--- config.mk ---
export PLATFORM = sky130hd
export DESIGN_NAME = clksel_top
export DESIGN_NICKNAME = d
export VERILOG_FILES = /design/src/rtl/clksel_pkg.sv /design/src/rtl/clksel_div.sv /design/src/rtl/clksel_seq.sv /design/src/rtl/clksel_top.sv
export SDC_FILE = /design/constraint.sdc
export NUM_CORES = 1
export LEC_CHECK = 0
export BUFFER_PORTS_ARGS = -buffer_cell sky130_fd_sc_hd__buf_2
export CAP_MARGIN = 30
export CORE_ASPECT_RATIO = 1.75
export CORE_MARGIN = 4
export CORE_UTILIZATION = 50
export CTS_CLUSTER_SIZE = 8
export DETAILED_ROUTE_END_ITERATION = 8
export GPL_TIMING_DRIVEN = 0
export PLACE_DENSITY_LB_ADDON = 0.3
export REMOVE_ABC_BUFFERS = 1
export SYNTH_ARGS = -nofsm -noshare
export SYNTH_HDL_FRONTEND = slang
export SYNTH_HIERARCHICAL = 1
export SYNTH_SLANG_ARGS = --single-unit
export TNS_END_PERCENT = 1
--- constraint.sdc ---
create_clock -name clk -period 9.4 [get_ports clk]
set_input_delay 1.88 -clock clk [delete_from_list [all_inputs] [get_ports clk]]
set_output_delay 1.88 -clock clk [all_outputs]
set_load 0.005 [all_outputs]
--- src/rtl/clksel_pkg.sv ---
package clksel_pkg;
  typedef enum logic [1:0] {
    MD_DIRECT = 2'd0,
    MD_PRESC  = 2'd1,
    MD_PLL    = 2'd2,
    MD_BASE   = 2'd3
  } mode_e;

  typedef enum logic [1:0] {
    SW_RUN  = 2'd0,
    SW_WAIT = 2'd1,
    SW_HOLD = 2'd2
  } sw_state_e;
endpackage

--- src/rtl/clksel_div.sv ---
// Edge-counting divider: the period is 2*ratio source edges, and the system output is derived from the CPU output.
module clksel_div #(
  parameter int NW = 9
) (
  input  logic          clk,
  input  logic          rst_n,
  input  logic          tick,
  input  logic          run,
  input  logic          clr,
  input  logic [NW-1:0] ratio,
  input  logic          half,
  output logic          cpu_o,
  output logic          sys_o
);
  localparam int CW = NW + 1;

  logic [CW-1:0] cnt, hi, last;
  logic          cpu_n;

  always_comb begin
    last  = {ratio, 1'b0} - CW'(1);
    hi    = (ratio[0] && ratio != NW'(1)) ? CW'(ratio) - CW'(1) : CW'(ratio);
    cpu_n = cnt < hi;
  end

  always_ff @(posedge clk) begin
    if (!rst_n || clr) begin
      cnt   <= '0;
      cpu_o <= 1'b0;
      sys_o <= 1'b0;
    end else if (run && tick) begin
      cpu_o <= cpu_n;
      cnt   <= (cnt == last) ? '0 : cnt + CW'(1);
      if (half) begin
        if (cpu_n && !cpu_o) sys_o <= !sys_o;
      end else begin
        sys_o <= cpu_n;
      end
    end
  end
endmodule

--- src/rtl/clksel_seq.sv ---
// Switching sequencer: drain the old setting until both outputs are low, then hold them low for some new-source edges.
module clksel_seq
  import clksel_pkg::*;
#(
  parameter int HOLD_EDGES = 4
) (
  input  logic      clk,
  input  logic      rst_n,
  input  logic      upd,
  input  logic      src_tick,
  input  logic      outs_low,
  output sw_state_e st,
  output logic      load
);
  localparam int HW = $clog2(HOLD_EDGES + 1);

  logic [HW-1:0] hc;

  assign load = (st == SW_WAIT) && outs_low;

  always_ff @(posedge clk) begin
    if (!rst_n) begin
      st <= SW_RUN;
      hc <= '0;
    end else begin
      unique case (st)
        SW_RUN:  if (upd) st <= SW_WAIT;
        SW_WAIT: if (outs_low) begin
          st <= SW_HOLD;
          hc <= '0;
        end
        SW_HOLD: if (src_tick) begin
          if (hc == HW'(HOLD_EDGES - 1)) st <= SW_RUN;
          else hc <= hc + HW'(1);
        end
        default: st <= SW_RUN;
      endcase
    end
  end
endmodule

--- src/rtl/clksel_top.sv ---
module clksel_top
  import clksel_pkg::*;
#(
  parameter int DIVW       = 4,
  parameter int HOLD_EDGES = 4
) (
  input  logic            clk,
  input  logic            rst_n,
  input  logic            osc_tick,
  input  logic            vco_tick,
  input  logic            upd,
  input  logic [1:0]      mode_sel,
  input  logic [DIVW-1:0] p_sel,
  input  logic [DIVW-1:0] k_sel,
  input  logic            sys_half,
  output logic            cpu_clk,
  output logic            sys_clk,
  output logic            busy
);
  localparam int NW = 2 * DIVW + 1;

  mode_e           act_mode, pend_mode;
  logic [DIVW-1:0] act_p, act_k, pend_p, pend_k;
  logic            act_half, pend_half;
  sw_state_e       st;
  logic            load, src_tick, outs_low, run;
  logic [NW-1:0]   ratio, pn, kn;

  // Pending setting is taken only from an accepted strobe; the active one only at the load point.
  always_ff @(posedge clk) begin
    if (!rst_n) begin
      pend_mode <= MD_DIRECT;
      pend_p    <= '0;
      pend_k    <= '0;
      pend_half <= 1'b1;
      act_mode  <= MD_DIRECT;
      act_p     <= '0;
      act_k     <= '0;
      act_half  <= 1'b1;
    end else begin
      if (upd && st == SW_RUN) begin
        pend_mode <= mode_e'(mode_sel);
        pend_p    <= p_sel;
        pend_k    <= k_sel;
        pend_half <= sys_half;
      end
      if (load) begin
        act_mode <= pend_mode;
        act_p    <= pend_p;
        act_k    <= pend_k;
        act_half <= pend_half;
      end
    end
  end

  always_comb begin
    pn = NW'(act_p) + NW'(1);
    kn = NW'(act_k) + NW'(1);
    unique case (act_mode)
      MD_PRESC: ratio = pn * kn;
      MD_PLL:   ratio = kn;
      default:  ratio = NW'(1);
    endcase
    src_tick = (act_mode == MD_DIRECT || act_mode == MD_PRESC) ? osc_tick : vco_tick;
    outs_low = !cpu_clk && !sys_clk;
    run      = (st == SW_RUN) || (st == SW_WAIT && !outs_low);
  end

  clksel_seq #(.HOLD_EDGES(HOLD_EDGES)) u_seq (
    .clk      (clk),
    .rst_n    (rst_n),
    .upd      (upd),
    .src_tick (src_tick),
    .outs_low (outs_low),
    .st       (st),
    .load     (load)
  );

  clksel_div #(.NW(NW)) u_div (
    .clk   (clk),
    .rst_n (rst_n),
    .tick  (src_tick),
    .run   (run),
    .clr   (st == SW_HOLD),
    .ratio (ratio),
    .half  (act_half),
    .cpu_o (cpu_clk),
    .sys_o (sys_clk)
  );

  assign busy = (st != SW_RUN);
endmodule

==> impl_metrics.toml <==
[route]
drcViolationCount = 0
vias = 2624
drt_first_pass_iters = 4
wl_per_cell_um = 13.27
drtIter0Drc = 139
routed_wl_um = 6328
vias_per_cell = 5.501
drtAntennaViolNets = 0

[logic_synthesis]
syn_avg_cell_area_um2 = 8.633
ys_seq_area_share_pct = 23.80
async_flop_share_pct = 0
synth-edff-count = 0
yosys_warnings = 6
synthFlopType = "dfxtp_1"
ys_types = 67
netlist_area_um2 = 3281
synth_seq_cells = 39
syn_inst = 380

[timing]
tightest_slew_ns = 0.7461
period_share_pct = 72.99
fin_hold_ws_ns = 0.4603
fin_tns_setup_ns = 0
fin_ws_ns = 2.539
max_freq_mhz = 145.8
rsz0062_at_grt = "false"
timing.final.setup_violations = 0
clock-skew-final_ns = 0.01017
maxSlewHeadroom_pct = 50.15
slew_violations = 0
period_needed_ns = 6.861
hold_viol_final = 0

[flow_run]
cap_viol_max_count = 0

[critical_path]
critical_path_arrival_ns = 7.02
required_ns = 9.56
reg2reg_depth = 24
reg2reg_from = "act_k[0]"
cp-endpoint = "u_div/sys_o"
worstSetupStartpointType = "register"
timing.rr.end = "u_div/sys_o"
cp-end-kind = "register"
critPathLaunch = "act_k[0]"
critPathMaxFanout = 8
regToRegSetupSlack_ns = 2.54
critPathKind = "register to register"

[clocking]
ctsLongestPathBuffers = 2
cts_tree = "yes"
insertion_delay_ns = 0.29
cts_hold_buf = 0
cts_inserted_buffers = 5
htree_levels = 2
clkSinkCount = 39
cts_root_buf = "clkbuf_8"
clkTransAtPathRegs_ns = 0.08
cts_resized = 0
cts_setup_buffers = 0

[die]
die_w_um = 69.23
coreArea_um2 = 6276
io_pins = 19
start_util_pct = 52.27
dieArea_um2 = 7972
die_h_um = 115.2
rows = 38

[placement]
hpwl_um = 5261
dp_slack_ns = 2.573
gp_congestion = 0.9066
io_buffer_count = 18

[final_layout]
antenna-diode-count = 0
postLayoutCoreUtil_pct = 55.68
fillers = 616
areaGrowthSynthToFinish_pct = 6.522
final_nets = 456
layout-drive-gt1-share_pct = 10.83

[pwr]
power_leakage_nw = 1.470
power_density_nw_per_um2 = 110.6
ir_drop_mv = 0.1142

[global_routing]
groute.usage.overall_pct = 17.38
antenna_found_initial = 0
grt_max_degree = 32
grt_pass1_wl_um = 11530
grt_pass1_vias = 2701
grt-ovfl-total = 0

[run_status]
status = "complete, no violations"

[hold_path]
hold_class = "register to register"
[report_power, final]
group / switching [W] / internal, W / leakage [nW]
clock: 0.0000571 / 0.0000518 / 0.0412
sequential: 0.0000120 / 0.000177 / 0.317
combinational: 0.0000491 / 0.0000397 / 1.11
total: 0.000118 / 0.000268 / 1.47
[layout by cell type (no fill, tap or decap), types with 14 or more instances in the layout]
cell      n
nand2_1  43
nor2_1   30
nor3_1   14
inv_1    22
buf_2    18
mux2i_1  14
dfxtp_1  39
ha_1     36
xor2_1   18
nor2b_1  18
[routing by layer]
layer	global-route usage [%]	routed length (um)
met5	0	0
met4	7.301	150
met3	2.887	154
met2	35.59	3589
met1	16.59	2433
[stage by stage]
step	cell area, um^2	cells	total power, W
after CTS	3495	477	0.0003921
after global placement	3406	468	0.0002791
after global routing	3495	477	0.0004138
after floorplan	3216	370	0.0002568
final	3495	477	0.0003864
after detailed placement	3410	469	0.0002824
[area by class of cell]
class,count,area [um^2],area share [%]
inverter,22,82.58,2.363
timing repair buffer,19,93.84,2.685
tap,80,100.1,2.864
sequential,39,780.7,22.34
clock inverter,2,12.51,0.3580
multi-input combinational,309,2352,67.31
clock buffer,6,72.57,2.077
[worst min-delay path by stage]
stage	endpoint	slack (ns)	startpoint	cells after the start
after floorplan	u_seq/hc[2]	0.44	u_seq/hc[2]	2
after global placement	u_seq/hc[2]	0.45	u_seq/hc[2]	2
after detailed placement	u_seq/hc[2]	0.45	u_seq/hc[2]	2
after CTS	u_seq/hc[2]	0.46	u_seq/hc[2]	2
after global routing	pend_p[2]	0.49	pend_p[2]	2
final	u_seq/hc[2]	0.46	u_seq/hc[2]	2
[state kept, by name (all words and copies together), names as in the netlist, 2 cells and up]
register   cells
u_div/cnt     10
act_k          4
act_p          4
pend_k         4
pend_p         4
u_seq/hc       3
act_mode       2
pend_mode      2
u_seq/st       2
[worst max-delay path: stages (launching register included)]
cell       delay [ns]
dfxtp_1          0.48
ha_1             0.33
nand3_4          0.15
or2_2            0.32
fa_1             0.50
fa_1             0.54
inv_1            0.06
fa_1             0.47
ha_1             0.34
nor2b_1          0.16
o31ai_1          0.30
a21oi_1          0.13
xnor2_1          0.14
nor2_1           0.38
nor4b_1          0.14
a21oi_1          0.40
nand3_1          0.15
xor2_1           0.17
ha_1             0.21
a211oi_1         0.22
o21ai_0          0.11
o211ai_1         0.11
a31oi_1          0.16
or3_1            0.36
a2111oi_0        0.41
[logic make-up after synthesis]
logic type / after synthesis / synth area share (%)
mux: 15 / 4.615
simple gates: 164 / 27.73
fa+ha+maj: 44 / 18.61
xor+xnor: 33 / 9.573
flops: 39 / 23.80
compound gates: 52 / 11.06
buf+inv: 32 / 4.500
other cells: 1 / 0.1143
[cell usage after synthesis, types with 2 or more instances]
cell | number | share of area, %
a211oi_1 | 2 | 0.46
a21boi_0 | 10 | 2.3
a21oi_1 | 8 | 1.2
a22oi_1 | 2 | 0.46
and2_1 | 4 | 0.76
and3_1 | 3 | 0.57
buf_2 | 4 | 0.61
buf_6 | 3 | 1.0
clkbuf_1 | 3 | 0.34
dfxtp_1 | 39 | 24
fa_1 | 8 | 4.9
ha_1 | 36 | 14
inv_1 | 22 | 2.5
mux2i_1 | 14 | 4.3
nand2_1 | 43 | 4.9
nand2b_1 | 7 | 1.3
nand3_1 | 10 | 1.5
nand3b_1 | 3 | 0.69
nand4_1 | 3 | 0.57
nor2_1 | 30 | 3.4
nor2b_1 | 18 | 3.4
nor3_1 | 14 | 2.1
nor3b_1 | 4 | 0.92
nor4_1 | 3 | 0.57
o211ai_1 | 4 | 0.92
o21a_1 | 4 | 0.92
o21ai_0 | 6 | 0.92
o22ai_1 | 3 | 0.57
o31ai_1 | 2 | 0.46
or2b_2 | 2 | 0.53
xnor2_1 | 13 | 3.5
xor2_1 | 18 | 4.8
Power figures use the tool's default switching activity.
